[src/rtl/tx_xfer_pkg.sv]
package tx_xfer_pkg;
  typedef enum logic [1:0] {
    XT_FILL  = 2'b00,
    XT_START = 2'b01,
    XT_DATA  = 2'b10,
    XT_END   = 2'b11
  } xfer_t;
endpackage

[src/rtl/tx_gap_ctr.sv]
module tx_gap_ctr #(
  parameter int GAP_MIN = 2
) (
  input  logic clk,
  input  logic rst,
  input  logic fill_next,
  output logic gap_ok
);
  localparam int CW = $clog2(GAP_MIN + 2);
  localparam logic [CW-1:0] LIMIT = CW'(GAP_MIN);

  logic [CW-1:0] cnt;

  // counts idle fills shown since the last end, saturating at the limit
  always_ff @(posedge clk) begin
    if (rst) begin
      cnt <= LIMIT;
    end else if (!fill_next) begin
      cnt <= '0;
    end else if (cnt < LIMIT) begin
      cnt <= cnt + 1'b1;
    end
  end

  assign gap_ok = (cnt >= LIMIT);

  p_cnt_bound_r4: assert property (@(posedge clk) disable iff (rst)
    cnt <= LIMIT);
endmodule

[src/rtl/tx_xfer_fsm.sv]
module tx_xfer_fsm
  import tx_xfer_pkg::*;
(
  input  xfer_t cur_type,
  input  logic  cur_last,
  input  logic  gap_ok,
  input  logic  q_valid,
  input  logic  q_void,
  input  logic  q_more,
  input  logic  txrdy,
  output xfer_t nxt_type,
  output logic  load,
  output logic  pop,
  output logic  nxt_more
);
  always_comb begin
    nxt_type = XT_FILL;
    load     = 1'b0;
    pop      = 1'b0;
    nxt_more = 1'b0;
    unique case (cur_type)
      XT_FILL: begin
        if (gap_ok && q_valid) begin
          if (q_void) begin
            pop = 1'b1;
          end else begin
            nxt_type = XT_START;
          end
        end
      end
      XT_START: begin
        nxt_type = XT_DATA;
        load     = q_valid;
        pop      = q_valid;
      end
      XT_DATA: begin
        nxt_type = XT_DATA;
        if (txrdy) begin
          if (cur_last) begin
            nxt_type = XT_END;
            nxt_more = q_more;
          end else if (q_valid) begin
            load = 1'b1;
            pop  = 1'b1;
          end
        end
      end
      XT_END: nxt_type = XT_FILL;
      default: nxt_type = XT_FILL;
    endcase
  end
endmodule

[src/rtl/tx_xfer_oreg.sv]
module tx_xfer_oreg
  import tx_xfer_pkg::*;
#(
  parameter int DW = 8
) (
  input  logic          clk,
  input  logic          rst,
  input  xfer_t         nxt_type,
  input  logic          load,
  input  logic [DW-1:0] in_data,
  input  logic          in_last,
  input  logic          nxt_more,
  output xfer_t         cur_type,
  output logic [DW-1:0] cur_data,
  output logic          cur_last,
  output logic          cur_more
);
  always_ff @(posedge clk) begin
    if (rst) begin
      cur_type <= XT_FILL;
      cur_more <= 1'b0;
      cur_last <= 1'b0;
    end else begin
      cur_type <= nxt_type;
      cur_more <= nxt_more;
      if (load) cur_last <= in_last;
    end
  end

  // data path without reset so it maps onto plain flops
  always_ff @(posedge clk) begin
    if (load) cur_data <= in_data;
  end

  p_hint_end_r7: assert property (@(posedge clk) disable iff (rst)
    cur_more |-> (cur_type == XT_END));
endmodule

[src/rtl/tx_xfer_seq.sv]
module tx_xfer_seq
  import tx_xfer_pkg::*;
#(
  parameter int DW      = 8,
  parameter int GAP_MIN = 2
) (
  input  logic          clk,
  input  logic          rst,
  input  logic          q_valid,
  input  logic [DW-1:0] q_data,
  input  logic          q_last,
  input  logic          q_void,
  input  logic          q_more,
  output logic          q_pop,
  input  logic          txrdy,
  output logic [1:0]    xfer_type,
  output logic [DW-1:0] xfer_data,
  output logic          xfer_more
);
  xfer_t cur_type, nxt_type;
  logic  cur_last, gap_ok, load, nxt_more;

  tx_gap_ctr #(.GAP_MIN(GAP_MIN)) u_gap (
    .clk       (clk),
    .rst       (rst),
    .fill_next (nxt_type == XT_FILL),
    .gap_ok    (gap_ok)
  );

  tx_xfer_fsm u_fsm (
    .cur_type (cur_type),
    .cur_last (cur_last),
    .gap_ok   (gap_ok),
    .q_valid  (q_valid),
    .q_void   (q_void),
    .q_more   (q_more),
    .txrdy    (txrdy),
    .nxt_type (nxt_type),
    .load     (load),
    .pop      (q_pop),
    .nxt_more (nxt_more)
  );

  tx_xfer_oreg #(.DW(DW)) u_oreg (
    .clk      (clk),
    .rst      (rst),
    .nxt_type (nxt_type),
    .load     (load),
    .in_data  (q_data),
    .in_last  (q_last),
    .nxt_more (nxt_more),
    .cur_type (cur_type),
    .cur_data (xfer_data),
    .cur_last (cur_last),
    .cur_more (xfer_more)
  );

  assign xfer_type = cur_type;

  p_hold_r5: assert property (@(posedge clk) disable iff (rst)
    (xfer_type == XT_DATA && !txrdy) |=> (xfer_type == XT_DATA && $stable(xfer_data)));

  p_no_fill_in_frame_r3: assert property (@(posedge clk) disable iff (rst)
    (xfer_type == XT_START || xfer_type == XT_DATA) |=> (xfer_type != XT_FILL));

  p_start_once_r6: assert property (@(posedge clk) disable iff (rst)
    (xfer_type == XT_START) |=> (xfer_type == XT_DATA));

  p_gap_start_r4: assert property (@(posedge clk) disable iff (rst)
    (xfer_type == XT_FILL && gap_ok && q_valid && !q_void) |=> (xfer_type == XT_START));

  p_void_drop_r8: assert property (@(posedge clk) disable iff (rst)
    (xfer_type == XT_FILL && q_valid && q_void) |=> (xfer_type == XT_FILL));

  p_end_then_fill_r4: assert property (@(posedge clk) disable iff (rst)
    (xfer_type == XT_END) |=> (xfer_type == XT_FILL));
endmodule

[config.mk]
export PLATFORM = sky130hd
export DESIGN_NAME = tx_xfer_seq
export DESIGN_NICKNAME = d
export VERILOG_FILES = /design/src/rtl/tx_xfer_pkg.sv /design/src/rtl/tx_gap_ctr.sv /design/src/rtl/tx_xfer_fsm.sv /design/src/rtl/tx_xfer_oreg.sv /design/src/rtl/tx_xfer_seq.sv
export SDC_FILE = /design/constraint.sdc
export NUM_CORES = 1
export LEC_CHECK = 0
export ABC_AREA = 1
export BUFFER_PORTS_ARGS = -buffer_cell sky130_fd_sc_hd__buf_2
export CAP_MARGIN = 5
export CORE_UTILIZATION = 35
export CTS_BUF_LIST = sky130_fd_sc_hd__clkbuf_4 sky130_fd_sc_hd__clkbuf_8
export CTS_CLUSTER_SIZE = 14
export DETAILED_ROUTE_END_ITERATION = 8
export MAX_ROUTING_LAYER = met4
export PLACE_DENSITY_LB_ADDON = 0.1
export SYNTH_ARGS = -nofsm -noshare
export SYNTH_HDL_FRONTEND = slang
export SYNTH_SLANG_ARGS = --single-unit
[constraint.sdc]
create_clock -name clk -period 3.4 [get_ports clk]
set_clock_uncertainty 0.1 [all_clocks]
set_input_delay 0.51 -clock clk [delete_from_list [all_inputs] [get_ports clk]]
set_output_delay 0.51 -clock clk [all_outputs]
set_load 0.02 [all_outputs]
# Yosys cells after proc, flatten, opt, wreduce, memory -nomap -nowiden
# Index checks and enable logic that the tools add are counted.
[word_totals] elab_cells=36 out_inout_bits=12 mem_bits_ro=0 ramBits=0 n_memories=0 ff_bits=14 latchBits=0 in_bits=15
[op_classes] div_mod_pow=0 n_lt_le_gt_ge=2 n_eq_ne=4 addsub=1 multipliers=0 n_mux=14 reduce_logical=5 bitwise_logic=4 shift=0
[ops] op="2-bit 2-to-1 mux" count=4
[ops] op="2-bit one-hot mux with 4 select lines" count=1
[ops] op="1-bit 2-to-1 mux" count=7
[ops] op="2-bit equality test, second input constant" count=2
[ops] op="2-bit zero test" count=2
[ops] op="1-bit NOT" count=4
[ops] op="4-bit OR reduction" count=1
[ops] op="1-bit one-hot mux with 3 select lines" count=1
[ops] op="2-bit by 1-bit adder with 2-bit output, second input constant" count=1
[ops] op="2-bit by 1-bit equality test with 1-bit output, second input constant" count=1
[ops] op="2-bit >= comparator, second input constant" count=1
[ops] op="2-bit less-than comparator, second input constant" count=1
[ops] op="2-bit != test, second input constant" count=1
[ops] op="1-bit one-hot mux with 2 select lines" count=1
[ops] op="2-bit OR reduction" count=1
[ops] op="1-bit logical AND" count=1

# Logic depth before layout (Yosys ltp)
# Gate-level depths: netlist (run 1).
[depth] depth_word=7 depth_mapped=7

# Hierarchy
# From an unflattened synthesis (run 1), not the netlist that was laid out.
[hier_totals] hier_cells=63 area_unflattened_um2=601.8
[modules_own_cells] mod="tx_xfer_oreg" n_inst=1 area_each_um2=367.9 seq_area_each_um2=320.3 cells_per_inst=24
[modules_own_cells] mod="tx_xfer_fsm" n_inst=1 area_each_um2=151.4 seq_area_each_um2=0.0 cells_per_inst=26
[modules_own_cells] mod="tx_gap_ctr" n_inst=1 area_each_um2=78.8 seq_area_each_um2=40.0 cells_per_inst=12
[modules_own_cells] mod="tx_xfer_seq" n_inst=1 area_each_um2=3.8 seq_area_each_um2=0.0 cells_per_inst=1

# Worst setup path before layout (run 1)
# No wires, ideal clock.
[synth_timing] path_type="reg2reg" from="register u_oreg.cur_type[0]" to="register u_oreg.cur_data[0] (enable)" setup_ns=0.375 required_time_ns=2.925 path_buffers=0 t_arrival_ns=1.413 path_slack_ns=1.512 stages_incl_launch_ff=5 synth_period_minus_slack_ns=1.888 cell_sequence="dfxtp_1 inv_1 ha_1 inv_1 a21oi_1"
[synth_via] elab_chain_len=2
[synth_rtl] item="start, declared" line="tx_xfer_oreg.sv:13" source="output xfer_t cur_type,"
[synth_rtl] item="start signal, assigned" line="tx_xfer_oreg.sv:24" source="cur_type <= nxt_type;"
[synth_rtl] item="2-bit equality test / 2-bit by 1-bit equality test with 1-bit output (equally long branches)" line="tx_xfer_fsm.sv:21" source="unique case (cur_type)"
[synth_rtl] item="1-bit one-hot mux with 2 select lines *" line="tx_xfer_fsm.sv:21"
[synth_rtl] item="via load" line="tx_xfer_seq.sv:21" source="logic cur_last, gap_ok, load, nxt_more;"
[synth_rtl] item="end signal, assigned" line="tx_xfer_oreg.sv:32" source="if (load) cur_data <= in_data;"
[synth_rtl] item="end, declared" line="tx_xfer_oreg.sv:14" source="output logic [DW-1:0] cur_data,"
# The timed path passes the listed nets; every way through them passes the cells marked *.
# A chain may end at the register's enable or synchronous reset.

# Worst setup path in the final report (run 1)
[layout_timing] from="register u_oreg.cur_type[0]" to="output q_pop"
[layout_via] elab_chain_len=2
[layout_rtl] item="2-bit equality test (tied with other cells)" line="tx_xfer_fsm.sv:21"
[layout_rtl] item="1-bit one-hot mux with 3 select lines *" line="tx_xfer_fsm.sv:21"
[layout_rtl] item="end, declared" line="tx_xfer_seq.sv:14" source="output logic q_pop,"
# Mark *: on every way between the ends. The rest lies on a longest branch, timed or not.

==> results.cfg, run 1 <==
[pwr]
pwr_density_cell_nw_per_um2 = 409
leakagePower_uw = 0.000368
peakVddDrop_mv = 0.250
p_total_uw = 317

[setup_path]
cp_top_family = flip-flops
r2r-end = u_oreg.cur_data[4]
slowest_stage = dfxtp_1
cpMostUsedCell = inv_1
cp_slowest_stage_delay_ns = 0.39
path_cells = inv_1 > ha_1 > nand4_1 > nand2_1 > o21bai_1 > inv_1 > buf_2
startpoint_type = flop
rr_worst_depth = 4
cp.arrival_ns = 1.54
critical_path_class = reg2out
regToRegSetupSlack_ns = 1.45
crit_buf_inv = 3
crit_start = u_oreg.cur_type[0]
endpoint = q_pop
crit_fanout = 4
critical_path_depth = 7
cp-end-kind = output pin
r2r-start = u_oreg.cur_type[0]
worstPathRequired_ns = 2.79

[drt]
drc_errors = 0
wire_per_inst_um = 10.3
num_vias = 470
ant_nets = 0
finalWirelength_um = 1050
vias_per_cell = 4.61
drt_iter0_drc = 5
first_pass_iters = 4

[timing]
drv_slew = 0
fin_tns_setup_ns = 0
finalCriticalPeriod_ns = 2.15
max_slew_margin_pct = 51.3
rsz0062_at_grt = no
finalSetupViolCount = 0
setup_ws_ns = 1.25
fmax_mhz = 466
worstMarginPinSlew_ns = 0.730
post-route-period-util_pct = 63.2
final_hold_viol_count = 0

[placed_design]
preCtsSetupSlack_ns = 1.43
routabilityCongestion = 0.796
portBuffers = 26
hpwl_um = 849

[synth]
synthTopCellsByArea = edfxtp_1 40%, dfxtp_1 20%, ha_1 10%
synth.avg_cell_area_um2 = 10.7
yosysSeqAreaShare_pct = 60.4
synth-seq-cells = 14
yosysWarnings = 0
synth_area_um2 = 597
synth_edf_count = 8
synth_cell_type_count = 15
async_reset_ff_share_pct = 0
synth_commonest_cells = 8 x edfxtp_1, 8 x inv_1, 8 x nor2_1
ys.flop_type = edfxtp_1
syn_nets = 76
synth_area_leader_cell = edfxtp_1
synth_cells = 56
synth_top_area_share_pct = 40.3

[grt]
grt_overflow_total = 0
grt_usage_pct = 13.0
grt_pass1_wl_um = 1670
grt_max_degree = 9
first_global_vias = 404
antenna_found_initial = 0

[clock_network]
clock_sinks = 14
ctsHoldBuffers = 0
cts_root_buf = clkbuf_4
htree_levels = 1
clk_latency_ns = 0.28
ctsResizeCount = 0
cts_tree = built
post-cts-setup-buffers = 0
cts_made_buffers = 3
clkTransAtPathRegs_ns = 0.08
clk_path_buf_depth = 2

[floorplanning]
die_area_um2 = 1870
coreArea_um2 = 1540
start_util_pct = 38.7
die_h_um = 43.3
fp.dieW_um = 43.3
ios = 27
num_rows = 14

[final_layout]
nNetsFinal = 107
area_growth_pct = 29.6
fill_cells = 155
drive_above_1_share_pct = 38.4
n_antenna_cell = 0

[flow_run]
drv_cap = 0

[outcome]
status = finished clean

[min_path]
hold_path.class = in2reg
[cells by family after synthesis]
family | count (synthesis) | synth area share [%]
compound gates | 4 | 4.40
fa+ha+maj | 5 | 10.5
flops | 14 | 60.4
xor+xnor | 1 | 1.47
buf+inv | 8 | 5.03
simple gates | 24 | 18.2
[registers in the layout, summed over array words and instances, names as in the netlist]
register	flops
u_oreg.cur_last	1
u_oreg.cur_type	2
u_gap.cnt	2
u_oreg.cur_more	1
u_oreg.cur_data	8
[layout make-up]
class	instances	area, µm²	share of cell area, %
timing repair buffer	26	130	16.8
inverter	8	30.0	3.88
clock buffer	3	22.5	2.91
tap	16	20.0	2.59
multi-input combinational	34	206	26.7
sequential	14	360	46.6
clock inverter	1	3.75	0.485
[layout by cell type, fill, tap and decap left out, drive strengths merged]
| master | instances |
|---|---|
| buf | 26 |
| nor2 | 9 |
| inv | 8 |
| edfxtp | 8 |
| nand2 | 8 |
| dfxtp | 6 |
| ha | 5 |
| nand4 | 3 |
| nand3 | 3 |
| clkbuf | 3 |
| a21oi | 3 |
| o21bai | 1 |
| xor2 | 1 |
| or2 | 1 |
| clkinv | 1 |
[worst min-delay path by stage]
stage                    start            endpoint  cells past startpoint
2_1_floorplan  u_oreg.cur_last     u_oreg.cur_more                      2
3_5_place_dp   u_oreg.cur_last     u_oreg.cur_more                      2
4_1_cts              q_data[5]  u_oreg.cur_data[5]                      1
6_report             q_data[5]  u_oreg.cur_data[5]                      1
5_1_grt              q_data[5]  u_oreg.cur_data[5]                      1
3_3_place_gp   u_oreg.cur_last     u_oreg.cur_more                      2
[power by group]
part	switching, µW	internal (µW)	total, µW
clock network	51.4	42.5	93.9
logic	19.8	16.2	36.0
registers	3.52	183	187
[routing by layer]
metal  track usage [%]  routed length [µm]
met1              14.6                 473
met2              20.3                 512
met3              2.55                  51
met4              9.09                  15
met5                 -                   0
[worst reg2reg max path, delay by kind of cell (launching register included)]
kind,cells,cell delay (ns)
flip-flops,1,0.39
buffers and inverters,2,0.17
adder cells (fa/ha/maj),1,0.35
AO/OA/AOI/OAI,1,0.57
[metrics by stage]
step / hold slack (ns) / utilization, % / area (µm²) / std cells
after global routing: 0.291 / 50.2 / 773 / 102
after floorplan: 0.351 / - / 597 / 56
after CTS: 0.295 / 50.2 / 773 / 102
after global placement: 0.383 / 48.5 / 747 / 98
after detailed placement: 0.384 / 48.5 / 747 / 98
final: 0.305 / 50.2 / 773 / 102
Power figures use the tool's default switching activity.
==> run 2, diff against run 1 <==
--- a/config.mk
+++ b/config.mk
@@ -5,7 +5,7 @@
 export SDC_FILE = /design/constraint.sdc
 export NUM_CORES = 1
 export LEC_CHECK = 0
-export ABC_AREA = 1
+export ABC_AREA = 0
 export BUFFER_PORTS_ARGS = -buffer_cell sky130_fd_sc_hd__buf_2
 export CAP_MARGIN = 5
 export CORE_UTILIZATION = 35
==> constraint.sdc (replaced) <==
create_clock -name clk -period 1.73 [get_ports clk]
set_clock_uncertainty 0.1 [all_clocks]
set_input_delay 0.2595 -clock clk [delete_from_list [all_inputs] [get_ports clk]]
set_output_delay 0.2595 -clock clk [all_outputs]
set_load 0.02 [all_outputs]
==> results.cfg, run 2 <==
[outcome]
status = finished clean

[final_layout]
top_regs = u_oreg.cur_data (8), u_gap.cnt (2), u_oreg.cur_type (2)
nNetsFinal = 99
largest_register_ffs = 8
multi_input_area_um2 = 235
regArea_um2 = 365
drive_above_1_share_pct = 55.1
n_antenna_cell = 0
area_growth_pct = 48.3
fill_cells = 141
layout_commonest_cell = buf_2
final_cell_mix = 25 x buf_2, 8 x edfxtp_1, 4 x buf_4, 4 x dfxtp_1
top_register = u_oreg.cur_data
final_cell_count_no_fill = 94
fin_area_um2 = 837

[synth]
synth_area_leader_cell = edfxtp_1
synth_xor_area_share_pct = 1.55
yosysWarnings = 0
async_reset_ff_share_pct = 0
synth_top_area_share_pct = 42.6
synth.area.mux_share_pct = 0
synth_top_family_by_area = simple AND/OR/NAND/NOR gates
synth.avg_cell_area_um2 = 12.8
synth-seq-cells = 14
yosysMostFrequentCell = edfxtp_1
synthTopCellsByArea = edfxtp_1 43%, dfxtp_1 21%, ha_1 11%
synthAdderAreaFrac_pct = 11.1
synth_edf_count = 8
synth-compound-area-share_pct = 6.65
synthSimpleGateAreaFrac_pct = 14.2
synth_area_um2 = 564
synth_cells = 44
synth_commonest_cells = 8 x edfxtp_1, 6 x dfxtp_1, 5 x ha_1
ys.flop_type = edfxtp_1
yosysSeqAreaShare_pct = 63.9
syn_nets = 64
synth_cell_type_count = 20

[clock_network]
cts_made_buffers = 3
clock_sinks = 14
cts_root_buf = clkbuf_4
cts_tree = built
htree_levels = 1
ctsHoldBuffers = 0
clk_latency_ns = 0.28
clk_path_buf_depth = 2
clkTransAtPathRegs_ns = 0.08

[placed_design]
dp_cells = 88
portBuffers = 26
routabilityCongestion = 0.791
hpwl_um = 770
post_dp_cell_area_um2 = 744

[drt]
wire_per_inst_um = 11.1
ant_nets = 0
first_pass_iters = 4
drc_errors = 0
finalWirelength_um = 1040
vias_per_cell = 4.60
drt_iter0_drc = 9
num_vias = 432

[setup_path]
slowest_stage = dfxtp_4
cp-end-kind = output pin
cp_slowest_stage_delay_ns = 0.36
cp.arrival_ns = 1.31
cpMostUsedCell = buf_4
worstPathRequired_ns = 1.37
critical_path_class = reg2out
crit_fanout = 4
startpoint_type = flop
path_cells = buf_4 > ha_4 > a31oi_4 > a21oi_2 > buf_4

[timing]
post-route-period-util_pct = 96.3
worstMarginPinSlew_ns = 0.354
drv_slew = 0
final_hold_viol_count = 0
max_slew_margin_pct = 76.1
finalCriticalPeriod_ns = 1.67
rsz0062_at_grt = no
fin_tns_setup_ns = 0
fmax_mhz = 600
finalSetupViolCount = 0

[pwr]
peakVddDrop_mv = 0.420
pwr_density_cell_nw_per_um2 = 785
leakagePower_uw = 0.000350

[grt]
grt_overflow_total = 0
grt_busiest_layer = met2
first_global_vias = 385
grt_max_degree = 9
grt_pass1_wl_um = 1610
use_met1_pct = 15.9
grt_usage_pct = 12.8
met2_usage_pct = 17.5
grtUsageMet3_pct = 5.17
antenna_found_initial = 0

[floorplanning]
ios = 27
coreArea_um2 = 1510
start_util_pct = 37.5
die_area_um2 = 1780
num_rows = 14
die_h_um = 42.2
fp.dieW_um = 42.2

[min_path]
hold_path.class = in2reg

[flow_run]
drv_cap = 0
-- run 2: layer usage --
layer / up-vias / share of wire, %
met2: 16 / 47
met3: 2 / 8.1
li1: 223 / -
met5: - / 0
met1: 191 / 44
met4: 0 / 1.3
-- run 2: cells by family (layout without fill, tap and decap cells) --
family / Yosys count / count (layout)
AND/OR/NAND/NOR: 14 / 14
flip-flops: 14 / 14
buffers and inverters: 4 / 38
AO/OA/AOI/OAI: 6 / 6
adder cells (fa/ha/maj): 5 / 5
XOR/XNOR: 1 / 1
-- run 2: path summary, 6_finish.rpt --
| path | from | endpoint | slack (ns) | cells after the start |
|---|---|---|---|---|
| max | u_oreg.cur_type[1] | q_pop | 0.06 | 5 |
| min | q_data[6] | u_oreg.cur_data[6] | 0.05 | 1 |
| max reg2reg | u_oreg.cur_type[1] | u_oreg.cur_data[6] | 0.22 | 6 |
| min reg2reg | u_oreg.cur_last | u_oreg.cur_last | 0.40 | 2 |
-- run 2: through the flow --
stage | worst slack, ns | hold WS, ns | power (µW) | util (%)
4_1_cts | 0.0290 | 0.0429 | 654 | 52.2
2_1_floorplan | 0.0395 | 0.222 | 422 | -
5_1_grt | 0.000261 | 0.0315 | 699 | 55.6
3_3_place_gp | 0.219 | 0.336 | 459 | 49.4
6_report | 0.0641 | 0.0537 | 657 | 55.6
3_5_place_dp | 0.200 | 0.338 | 459 | 49.4
-- run 2: worst max-delay path: cells and delay by family, from the launching register on --
family	cells	cell delay [ns]
fa+ha+maj	1	0.17
flops	1	0.36
compound gates	2	0.22
buf+inv	2	0.29
-- run 2: where the power goes --
group	switching [µW]	internal [µW]	leakage [µW]	total (µW)
clock network	104	83.6	0.0000154	187
registers	10.2	363	0.000122	373
logic	48.0	49.4	0.000213	97.4
-- run 2: timing repair --
item | CTS | global route
endpoints found under the setup margin | 1 | 1
setup buffers | 1 | 1
pin swaps | 1 | 1
resized for setup | 3 | 10
-- run 2: area by class of cell --
cell class                 count  share of cell area, %
timing repair buffer          30                   20.9
multi-input combinational     26                   28.1
clock buffer                   3                   2.69
sequential                    14                   43.6
clock inverter                 1                  0.448
tap                           16                   2.39
inverter                       4                   1.79
